`src/rtl/pbus_desc_walker.sv`:
```
module pbus_desc_walker #(
  parameter int AW = 32,
  parameter int CW = 10
) (
  input  logic          clk,
  input  logic          rst_n,
  input  logic          start,
  input  logic [AW-1:0] base_addr,
  input  logic          order_sel,
  output logic          busy,
  output logic          done,
  output logic          rd_req,
  output logic [AW-1:0] rd_addr,
  input  logic          rd_ack,
  input  logic [31:0]   rd_data,
  output logic          wr_req,
  output logic [AW-1:0] wr_addr,
  output logic [31:0]   wr_data,
  input  logic          wr_ack,
  output logic          tx_valid,
  output logic [31:0]   tx_data,
  output logic          tx_last,
  input  logic          tx_ready,
  input  logic          rx_valid,
  input  logic [31:0]   rx_data,
  input  logic          rx_last,
  input  logic          rx_absent,
  output logic          rx_ready,
  output logic          occ_valid,
  output logic [1:0]    occ_bus
);
  localparam logic [AW-1:0] RX_MASK = AW'(32'h1FFF_FFE0);

  typedef enum logic [2:0] {S_IDLE, S_HDR, S_RXA, S_PAY, S_TX, S_RX, S_WR} st_t;
  st_t st;

  logic [AW-1:0] addr, rxa;
  logic [31:0]   hdr, word;
  logic [CW-1:0] cnt;
  logic          wlast;

  function automatic logic [31:0] rev(input logic [31:0] w);
    return {w[7:0], w[15:8], w[23:16], w[31:24]};
  endfunction

  wire           swp     = ~order_sel;
  wire [AW-1:0]  off     = AW'({cnt, 2'b00});
  wire [AW-1:0]  nxt     = addr + AW'(8) + AW'({({1'b0, hdr[7:0]} + 9'd1), 2'b00});

  assign busy     = st != S_IDLE;
  assign rd_req   = st == S_HDR || st == S_RXA || st == S_PAY;
  assign wr_req   = st == S_WR;
  assign tx_valid = st == S_TX;
  assign rx_ready = st == S_RX;
  assign wr_addr  = rxa + off;
  assign wr_data  = word;
  assign tx_data  = word;
  assign tx_last  = cnt == CW'(hdr[7:0]);

  always_comb begin
    case (st)
      S_RXA:   rd_addr = addr + AW'(4);
      S_PAY:   rd_addr = addr + AW'(8) + off;
      default: rd_addr = addr;
    endcase
  end

  always_ff @(posedge clk) begin
    if (!rst_n) begin
      st <= S_IDLE; addr <= '0; rxa <= '0; hdr <= '0; word <= '0;
      cnt <= '0; wlast <= 1'b0; done <= 1'b0; occ_valid <= 1'b0; occ_bus <= '0;
    end else begin
      done      <= 1'b0;
      occ_valid <= 1'b0;
      case (st)
        S_IDLE: if (start) begin addr <= base_addr; st <= S_HDR; end
        S_HDR: if (rd_ack) begin
          hdr <= rd_data;
          if (rd_data[10:8] == 3'd0) st <= S_RXA;
          else begin
            if (rd_data[10:8] == 3'd2) begin
              occ_valid <= 1'b1;
              occ_bus   <= rd_data[17:16];
            end
            if (rd_data[31]) begin st <= S_IDLE; done <= 1'b1; end
            else addr <= addr + AW'(4);
          end
        end
        S_RXA: if (rd_ack) begin
          rxa <= rd_data[AW-1:0] & RX_MASK;
          cnt <= '0;
          st  <= S_PAY;
        end
        S_PAY: if (rd_ack) begin
          word <= swp ? rev(rd_data) : rd_data;
          st   <= S_TX;
        end
        S_TX: if (tx_ready) begin
          if (tx_last) begin cnt <= '0; st <= S_RX; end
          else begin cnt <= cnt + 1'b1; st <= S_PAY; end
        end
        S_RX: if (rx_valid) begin
          word  <= rx_absent ? 32'hFFFF_FFFF : (swp ? rev(rx_data) : rx_data);
          wlast <= rx_absent | rx_last;
          st    <= S_WR;
        end
        S_WR: if (wr_ack) begin
          if (wlast) begin
            if (hdr[31]) begin st <= S_IDLE; done <= 1'b1; end
            else begin addr <= nxt; st <= S_HDR; end
          end else begin
            cnt <= cnt + 1'b1;
            st  <= S_RX;
          end
        end
        default: st <= S_IDLE;
      endcase
    end
  end


  done_after_busy_chk: assert property (@(posedge clk) disable iff (!rst_n)
    done |-> !busy && $past(busy));

  done_pulse_chk: assert property (@(posedge clk) disable iff (!rst_n)
    done |=> !done);

  rd_hold_chk: assert property (@(posedge clk) disable iff (!rst_n)
    rd_req && !rd_ack |=> rd_req && $stable(rd_addr));

  wr_hold_chk: assert property (@(posedge clk) disable iff (!rst_n)
    wr_req && !wr_ack |=> wr_req && $stable(wr_addr) && $stable(wr_data));

  tx_hold_chk: assert property (@(posedge clk) disable iff (!rst_n)
    tx_valid && !tx_ready |=> tx_valid && $stable(tx_data) && $stable(tx_last));

  one_active_chk: assert property (@(posedge clk) disable iff (!rst_n)
    $onehot0({rd_req, wr_req, tx_valid, rx_ready}));

  occ_src_chk: assert property (@(posedge clk) disable iff (!rst_n)
    occ_valid |-> $past(rd_req) && $past(rd_ack) && $past(rd_data[10:8]) == 3'd2);
endmodule

```
`config.mk`:
```
export PLATFORM = sky130hd
export DESIGN_NAME = pbus_desc_walker
export DESIGN_NICKNAME = d
export VERILOG_FILES = /design/src/rtl/pbus_desc_walker.sv
export SDC_FILE = /design/constraint.sdc
export NUM_CORES = 1
export LEC_CHECK = 0
export BUFFER_PORTS_ARGS = -buffer_cell sky130_fd_sc_hd__buf_2
export CELL_PAD_IN_SITES_DETAIL_PLACEMENT = 1
export CELL_PAD_IN_SITES_GLOBAL_PLACEMENT = 1
export CORE_MARGIN = 4
export CORE_UTILIZATION = 43
export DETAILED_ROUTE_END_ITERATION = 10
export PLACE_DENSITY_LB_ADDON = 0.1
export SETUP_SLACK_MARGIN = 0.05
export SLEW_MARGIN = 20
export SYNTH_ARGS = -nofsm -noshare
export SYNTH_HDL_FRONTEND = slang
export SYNTH_SLANG_ARGS = --single-unit
```
`constraint.sdc`:
```
create_clock -name clk -period 7.5 [get_ports clk]
set_clock_uncertainty 0.2 [all_clocks]
set_input_delay 0 -clock clk [delete_from_list [all_inputs] [get_ports clk]]
set_output_delay 0 -clock clk [all_outputs]
set_load 0.1 [all_outputs]
```
==> impl_metrics.tcl, run 1 <==
set metrics [dict create \
    fin_crit_sh_pct 71.7 \
    via_count_of_the_first_global_routing_pass 12600 \
    hold_viol 0 \
    post-layout-total-power_mw 2.67 \
    place_congestion 0.905 \
    grt-ovfl-total 0 \
    numPortBuffers 239 \
    critical_path.max_fanout 8 \
    crit_slowest_cell "nor3_1" \
    path_clk_slew_ps 60 \
    cpPeakStageDelay_ps 630 \
    syn_avg_cell_area_sq_um 7.48 \
    number_of_violations_reported_at_the_end_of_detailed_routing_iteration_0 928 \
    reg2reg_slack_ps 2300 \
    yosysUniqueCellTypes 78 \
    grt_antenna_before_repair 2 \
    status "complete, no violations" \
    holdCritStartpoint "rx_valid" \
    nature_of_the_critical_path_endpoint "output pin" \
    worstSetupStartpointType "flop" \
    mappedNetlistArea_sq_um 10300 \
    yosys_register_bits 115 \
    clock_tree.buffer_depth 2 \
    drv_slew 0 \
    crit_required_ps 7300 \
    cts.sinks 115 \
    detailroute.via_count 11900 \
    place.detailed.instances 1814 \
    static_power_due_to_leakage_nw 5.36 \
    initial_utilization_pct 43.7 \
    core_area_sq_um 23500 \
    syn2layout_area_growth_pct 29.5 \
    die_h_um 163 \
    grt_util_all_layers_pct 33.2 \
    synth-async-reset-ratio_pct 0 \
    cts_buffers 17 \
    hold_path_class "in -> reg" \
    root_buffer "clkbuf_16" \
    detailedPlacementHpwl_mm 29.4 \
    regToRegEndpoint "addr[30]" \
    synthCells 1377 \
    power_per_cell_area_nw_per_um2 200 \
    cpLargestDelayFamily "simple AND/OR/NAND/NOR gates" \
    drt-pass1-iter-count 5 \
    chipWidth_um 163 \
    synth.yosys.seq_area_share_pct 22.4 \
    clk-insertion-delay-late_ps 430 \
    crit_path_cell_trace "ha_1, nand3_2, nor2_2, xnor2_1, inv_1, ha_1, o211ai_1, o2bb2ai_1, nor3_1, nand4_1, nor3_1, xor2_1, o21ai_0, buf_2" \
    timing.max_slew.rel_slack_pct 26.7 \
    synth-edff-count 0 \
    comb_power_share_pct 39.9 \
    die-area_sq_um 26500 \
    critical_path_class "reg -> out" \
    worstPathBufferInverterCount 2 \
    grt_max_degree 84 \
    htree_num_levels 4 \
    total_switching_power_mw 1.19 \
    clock_network_fraction_of_design_power_pct 31.7 \
    holdWs_ps 54.8 \
    setup.worst_path.start "addr[4]" \
    seq_power_share_pct 28.5 \
    vdd.ir_drop.worst_mv 0.111 \
    layout.nets 1796 \
    instances_no_fill 1987 \
    fin_tns_setup_ps 0 \
    cts_tree "yes" \
    worst_r2r_startpoint "addr[7]" \
    cellInternalPower_mw 1.48 \
    worstMarginPinSlew_ps 1090 \
    path_depth 14 \
    dominantRegCellSynth "dfxtp_1" \
    cts_setup_buffers 0 \
    max_cap_violations 0 \
    io-pin-count 244 \
    max_freq_ghz 0.186 \
    timing.final.setup_violations 0 \
    timing.final.crit_period_ps 5380 \
    wire_length_of_the_first_global_routing_pass_mm 70.1 \
    critPathArrivalTime_ps 5180 \
    netSwitchingFraction_pct 44.6 \
    timing.reg2reg.worst_path_depth 13 \
    end_point_of_the_critical_path "rd_addr[30]" \
    detail_route.drc_violations 0 \
    ant_nets 0 \
    placementRows 56 \
    ys_warn_count 0 \
    unrepaired_setup_endpoints_after_global_routing "no" \
    post_route_cells_drive_above_1_share_pct 21.7 \
    vias_per_cell 5.99 \
    route.final.wire_length_mm 44.9 \
    fill_cells 3014 \
    post_drt_wl_per_cell_um 22.6 \
]
[per-stage QoR]
step	util, %	worst slack (ps)	area, sq um
floorplan	-	2000	10300
global placement	48.2	2800	11300
detailed placement	48.2	2650	11300
CTS	56.6	2190	13300
global route	56.6	1710	13300
finish	56.6	2120	13300
[final cells by class]
| type | instances | area [sq um] | share of cell area (%) |
|---|---|---|---|
| multi-input cells | 1097 | 7220 | 54.2 |
| repair buffers | 395 | 2720 | 20.4 |
| flip-flops and latches | 115 | 2300 | 17.3 |
| clock buffers | 18 | 429 | 3.22 |
| well taps | 319 | 399 | 2.99 |
| clock inverters | 14 | 155 | 1.16 |
| inverters | 28 | 105 | 0.788 |
| diodes | 1 | 2.50 | 0.0188 |
[worst register-to-register path, stage by stage, from the launching register on]
cell and delay [ps]:
dfxtp_1 600, nand2_1 290, nor2_1 280, and3_1 210, xnor2_1 110, ha_1 380
and4_1 220, o21ai_0 190, a2111oi_2 840, nand4_1 490, or4_1 540, nand3_1 100
a21oi_1 70, dlygate4sd3_1 570
[timing repair]
item / 4_1_cts / 5_1_grt
setup endpoints to repair: 0 / 0
hold buffers: 140 / 0
gates resized for setup: 0 / 0
hold endpoints to repair: 104 / 0
[synth_stat cells, drive strengths merged (30+ instances only)]
library cell    n  area, sq um
nand2         216          811
clkbuf         75          283
a21oi         140          701
nand3          36          195
mux2           34          383
nand4          35          255
dfxtp         115         2300
nor2           96          363
mux2i          43          430
o221ai         33          289
xor2           49          429
nor3           30          188
xnor2          87          762
o21ai          55          275
buf            65          433
ha             33          413
[cells in the final DEF (no fill, tap or decap), drive strengths merged, types with 8 or more instances in the layout]
master | Yosys | layout
o21a | 10 | 10
a21oi | 140 | 140
o21ai | 55 | 55
buf | 65 | 255
o221ai | 33 | 33
dlygate4sd3 | 0 | 140
mux2i | 43 | 43
inv | 28 | 31
a22oi | 8 | 8
a211oi | 14 | 14
nor2 | 96 | 96
mux2 | 34 | 34
dfxtp | 115 | 115
and3 | 13 | 13
clkbuf | 75 | 18
or3 | 11 | 11
xor2 | 49 | 49
ha | 33 | 33
o22ai | 12 | 12
nor4 | 16 | 16
xnor2 | 87 | 87
nand3 | 36 | 36
nand2 | 216 | 216
a221oi | 27 | 27
nand4 | 35 | 35
nor3 | 30 | 30
[registers in the layout (all words and copies together) (netlist names)]
signal	cells
tx_data	32
done	1
occ_bus	2
wlast	1
occ_valid	1
rxa	24
addr	32
hdr	9
st	3
cnt	10
[worst min-delay path by stage]
| stage | endpoint | depth (start not counted) |
|---|---|---|
| finish | tx_data[8] | 5 |
| floorplan | rxa[20] | 2 |
| global route | tx_data[26] | 5 |
| detailed placement | addr[0] | 3 |
| global placement | addr[1] | 3 |
| CTS | tx_data[2] | 5 |
[power by group through the flow]
stage	clock, mW	combinational (mW)	sequential, mW
after floorplan	0	0.803	0.694
after global placement	0	0.946	0.767
after detailed placement	0	0.959	0.770
after CTS	0.845	1.04	0.756
after global routing	0.880	1.13	0.769
final	0.845	1.06	0.759
[per-layer routing]
layer / GRT usage (%) / vias up / wire length (um)
li1: - / 5473 / -
met1: 40.1 / 5797 / 18000
met2: 57.3 / 518 / 21900
met3: 6.00 / 122 / 3030
met4: 15.4 / 2 / 2030
met5: 0 / - / 7
[kinds of logic (layout without fill, tap and decap cells)]
family                     after synthesis  after routing  synth area share [%]
muxes                                   77             77                  7.90
adders and majority gates               38             38                  4.79
and+or+nand+nor                        494            494                  23.5
other                                    1              5                0.0364
xor gates and xnor gates               136            136                  11.6
AOI/OAI and AO/OA                      348            348                  21.9
buffers and inverters                  168            455                  7.97
DFF                                    115            115                  22.4
Power figures use the tool's default switching activity.
==> run 2, diff against run 1 <==
Settings changed: ABC_AREA from default to 1, CORE_UTILIZATION 43 to 34.
Clock period 7.5 ns to 4.6 ns, I/O delays scaled along.
==> impl_metrics.tcl, run 2 <==
set metrics [dict create \
    top_layer_used "met5" \
    synth.cells.most_frequent "nand2_1 (371), o21ai_0 (229), inv_1 (189)" \
    route.final.wire_length_mm 47.5 \
    wire_length_of_the_first_global_routing_pass_mm 74.1 \
    fin_crit_sh_pct 92.0 \
    m1WireLength_mm 20.4 \
    die-area_sq_um 33800 \
    cts_buffers 17 \
    setup.worst_path.start "addr[3]" \
    fin_tns_setup_ps 0 \
    ys_warn_count 0 \
    synth.yosys.seq_area_share_pct 21.9 \
    placementRows 64 \
    layout_commonest_cell "nand2_1" \
    path_clk_slew_ps 70 \
    place_congestion 0.935 \
    reg2reg_slack_ps 660 \
    synth-edff-count 0 \
    grt-ovfl-total 0 \
    post_route_cells_drive_above_1_share_pct 18.5 \
    timing.final.crit_period_ps 4230 \
    detailroute.via_count 12800 \
    unrepaired_setup_endpoints_after_global_routing "no" \
    synthCells 1707 \
    fill_cells 4072 \
    detailedPlacementHpwl_mm 35.3 \
    mappedNetlistArea_sq_um 10500 \
    hold_viol 0 \
    grt_max_degree 124 \
    antennaDiodeCount 0 \
    core_area_sq_um 30500 \
    yosys_register_bits 115 \
    holdCritStartpoint "rx_absent" \
    grt_util_all_layers_pct 27.7 \
    root_buffer "clkbuf_16" \
    grt_antenna_before_repair 3 \
    chipWidth_um 184 \
    met3WireLength_mm 2.17 \
    critical_path_class "reg -> out" \
    detail_route.drc_violations 0 \
    met2RoutedLength_mm 23.4 \
    critPathArrivalTime_ps 4030 \
    critical_path.max_fanout 6 \
    synth_most_common_cell "nand2_1" \
    nature_of_the_critical_path_endpoint "output pin" \
    timing.max_slew.rel_slack_pct 30.8 \
    hold_path_class "in -> reg" \
    drv_slew 0 \
    setup_ws_ps 366 \
    synthTopCellsByArea "dfxtp_1 (22%), nand2_1 (13%), o21ai_0 (11%)" \
    dominantRegCellSynth "dfxtp_1" \
    vias_per_cell 5.29 \
    holdWs_ps 16.4 \
    post-place-ws_ps 526 \
    worstSetupStartpointType "flop" \
    ant_nets 0 \
    power_per_cell_area_nw_per_um2 352 \
    layout.nets 2144 \
    cts.sinks 115 \
    finish.utilization_pct 44.9 \
    syn2layout_area_growth_pct 30.5 \
    worstMarginPinSlew_ps 1040 \
    numPortBuffers 239 \
    worst_r2r_startpoint "st[0]" \
    vdd.ir_drop.worst_mv 0.256 \
    status "complete, no violations" \
    synth-async-reset-ratio_pct 0 \
    via_count_of_the_first_global_routing_pass 13200 \
    io-pin-count 244 \
    syn_avg_cell_area_sq_um 6.15 \
    yosysUniqueCellTypes 52 \
    die_h_um 184 \
    clk-insertion-delay-late_ps 430 \
    timing.final.setup_violations 0 \
    post_drt_wl_per_cell_um 19.7 \
    clock_tree.buffer_depth 2 \
    drt-pass1-iter-count 5 \
    most_frequent_cells_in_the_layout "nand2_1 (371), buf_2 (235), o21ai_0 (229), inv_1 (188), dlygate4sd3_1 (132)" \
    cts_tree "yes" \
    synth_top_cell_by_area "dfxtp_1" \
    htree_num_levels 4 \
    crit_required_ps 4400 \
    max_freq_ghz 0.236 \
    initial_utilization_pct 34.4 \
    number_of_violations_reported_at_the_end_of_detailed_routing_iteration_0 664 \
    max_cap_violations 0 \
    static_power_due_to_leakage_nw 6.48 \
    synthDominantCellAreaShare_pct 21.9 \
]
## run 2: metrics by stage
step / instance area (sq um) / instances / total power, mW
floorplan: 10500 / 1710 / 2.74
global placement: 11700 / 2247 / 3.21
detailed placement: 11700 / 2247 / 3.24
CTS: 13700 / 2411 / 4.82
global route: 13700 / 2411 / 5.05
finish: 13700 / 2411 / 4.82
## run 2: metal layers
metal | vias up | track usage (%)
met5 | - | 0
met4 | 6 | 9.14
met3 | 97 | 4.43
met2 | 349 | 49.4
met1 | 6086 | 33.9
li1 | 6216 | -
## run 2: layout make-up
cell class                 instances  area, sq um  area share (%)
multi-input combinational       1277         6870            50.1
clock inverter                    12          169            1.23
inverter                         206          773            5.64
timing repair buffer             385         2640            19.2
clock buffer                      20          457            3.33
tap                              396          495            3.62
sequential                       115         2300            16.8
## run 2: worst paths after layout
kind | to | cells past startpoint
setup / recovery | rd_addr[19] | 17
hold / removal | tx_data[5] | 3
setup reg to reg | occ_bus[0] | 11
hold reg to reg | rxa[27] | 2
## run 2: critical path, stage by stage (launching register included)
cell and delay, ps:
dfxtp_1 460, inv_1 200, nor2_2 280, nand2_4 140, xor2_1 380, ha_1 230, nand2_1 70, nor2_1 140
nand3_1 90, nand3_1 140, nand3_1 80, nand2_1 210, nand2_2 160, inv_2 80, nand2_1 80, xor2_1 160
a21oi_1 220, buf_2 480
## run 2: what timing repair did
item	4_1_cts	5_1_grt
gates resized for setup	0	7
setup endpoints to repair	0	8
buffers inserted	0	0
hold buffers	132	0
endpoints found under the hold margin	105	0
## run 2: logic make-up (layout without fill, tap and decap cells)
group                    after synthesis  in the layout  synth area share [%]
AO/OA/AOI/OAI                        466            466                  24.7
XOR/XNOR                              72             72                  6.01
adder cells (fa/ha/maj)               36             36                  4.51
buffers and inverters                318            623                  13.0
flip-flops                           115            115                  21.9
multiplexers                           5              5                 0.536
other                                  1              4                0.0357
AND/OR/NAND/NOR                      694            694                  29.3
## run 2: where the power goes
group | internal, mW | total, mW | switching, mW
Clock | 0.895 | 1.48 | 0.583
Combinational | 0.534 | 2.09 | 1.56
Sequential | 1.08 | 1.25 | 0.165
Total | 2.51 | 4.82 | 2.31
==> run 3, diff against run 2 <==
Settings changed: CORE_UTILIZATION 34 to 41.
Clock period 4.6 ns to 4.95 ns, I/O delays scaled along.
==> impl_metrics.tcl, run 3 (synthesis results as in run 2) <==
set metrics [dict create \
    nature_of_the_critical_path_endpoint "output pin" \
    detailroute.via_count 13400 \
    ant_nets 0 \
    unrepaired_setup_endpoints_after_global_routing "no" \
    die-area_sq_um 28200 \
    cts_tree "yes" \
    crit_path_cell_trace "ha_1, inv_1, nor2_2, nand2_4, xor2_1, inv_2, ha_1, nand2_1, nor2_1, a21oi_1, nand2_1, nand2_1, nor2_2, nand2_1, a21oi_1, o21ai_1, o211ai_1, buf_2" \
    netSwitchingFraction_pct 48.6 \
    worstMarginPinSlew_ps 1090 \
    numPortBuffers 239 \
    post_cts_resize_count 0 \
    path_clk_slew_ps 70 \
    critPathArrivalTime_ps 4190 \
    power_per_cell_area_nw_per_um2 330 \
    static_power_due_to_leakage_nw 6.56 \
    holdWs_ps 22.0 \
    worstSetupStartpointType "flop" \
    initial_utilization_pct 41.7 \
    wire_length_of_the_first_global_routing_pass_mm 78.9 \
    clock_tree.buffer_depth 2 \
    clock_network_fraction_of_design_power_pct 30.2 \
    route.final.wire_length_mm 51.4 \
    layout.nets 2163 \
    multi_input_comb_area_sq_um 6850 \
    layout_commonest_cell "nand2_1" \
    fill_cells 3453 \
    crit_required_ps 4750 \
    cpLargestDelayFamily "simple AND/OR/NAND/NOR gates" \
    cpPeakStageDelay_ps 450 \
    grt_antenna_before_repair 7 \
    cts_buffers 17 \
    cellInternalPower_mw 2.34 \
    critical_path.max_fanout 6 \
    most_frequent_cells_in_the_layout "nand2_1 (371), buf_2 (238), o21ai_0 (229), inv_1 (188), dlygate4sd3_1 (153)" \
    drv_slew 0 \
    root_buffer "clkbuf_16" \
    timing.final.crit_period_ps 4390 \
    syn2layout_area_growth_pct 31.3 \
    cpMostUsedCell "nand2_1" \
    chipWidth_um 168 \
    fin_crit_sh_pct 88.7 \
    vias_per_cell 5.67 \
    die_h_um 168 \
    detailedPlacementHpwl_mm 34.9 \
    timing.max_slew.rel_slack_pct 27.2 \
    post_drt_wl_per_cell_um 21.7 \
    seq_power_share_pct 25.6 \
    placementRows 58 \
    crit_slowest_cell "dfxtp_1" \
    worstPathBufferInverterCount 3 \
    critical_path_class "reg -> out" \
    drt-pass1-iter-count 8 \
    max_cap_violations 0 \
    fin_tns_setup_ps 0 \
    hold_path_class "in -> reg" \
    grt_max_degree 124 \
    htree_num_levels 4 \
    number_of_violations_reported_at_the_end_of_detailed_routing_iteration_0 1052 \
    detail_route.drc_violations 0 \
    post_route_cells_drive_above_1_share_pct 18.2 \
    total_switching_power_mw 2.21 \
    vdd.ir_drop.worst_mv 0.203 \
    clk-insertion-delay-late_ps 440 \
    grt-ovfl-total 0 \
    via_count_of_the_first_global_routing_pass 14000 \
    cts.sinks 115 \
    timing.final.setup_violations 0 \
    hold_viol 0 \
    io-pin-count 244 \
    seqCellArea_sq_um 2300 \
    comb_power_share_pct 44.2 \
    core_area_sq_um 25200 \
    max_freq_ghz 0.228 \
    place_congestion 0.986 \
    status "complete, no violations" \
    grt_util_all_layers_pct 35.2 \
    finish.utilization_pct 54.8 \
]
## run 3: worst paths after layout
| check | start | endpoint | slack, ps | depth (start not counted) |
|---|---|---|---|---|
| worst max register to register | addr[2] | addr[12] | 1080 | 15 |
| worst min-delay path | rx_absent | tx_data[11] | 20 | 3 |
| worst min register to register | rxa[27] | rxa[27] | 340 | 2 |
| worst max-delay path | addr[4] | rd_addr[22] | 560 | 18 |
## run 3: per-layer routing
layer  up-vias  GRT usage [%]  wire length [um]
met1      6534           41.2             20600
met5         -              0                14
met2       501           63.2             25700
met3       135           5.35              2750
met4         2           15.8              2310
li1       6261              -                 -
## run 3: timing repair
item,in CTS,in global routing
hold buffers,153,0
buffers inserted,0,0
endpoints found under the hold margin,115,0
## run 3: per-stage QoR
step	instances	setup WS (ps)	instance area, sq um	total power [mW]
final	2369	560	13800	4.55
after floorplan	1710	792	10500	2.55
after global placement	2179	1170	11600	2.99
after global routing	2367	181	13800	4.73
after CTS	2363	590	13800	4.50
after detailed placement	2179	1060	11600	3.02
## run 3: power by group through the flow
stage | clock network (mW) | logic, mW | registers [mW]
floorplan | 0 | 1.41 | 1.14
global placement | 0 | 1.81 | 1.17
detailed placement | 0 | 1.84 | 1.18
CTS | 1.37 | 1.97 | 1.16
global route | 1.41 | 2.14 | 1.18
finish | 1.37 | 2.01 | 1.16
## run 3: worst min-delay path: stages
cell     delay (ps)
buf_2           290
o21ai_0         230
a31oi_1          90
## run 3: layout make-up
| cell class | count | share of cell area [%] |
|---|---|---|
| Antenna cell | 6 | 0.109 |
| Inverter | 206 | 5.61 |
| Sequential cell | 115 | 16.7 |
| Tap cell | 330 | 2.99 |
| Timing Repair Buffer | 404 | 20.5 |
| Multi-Input combinational cell | 1277 | 49.7 |
| Clock inverter | 13 | 1.24 |
| Clock buffer | 18 | 3.19 |
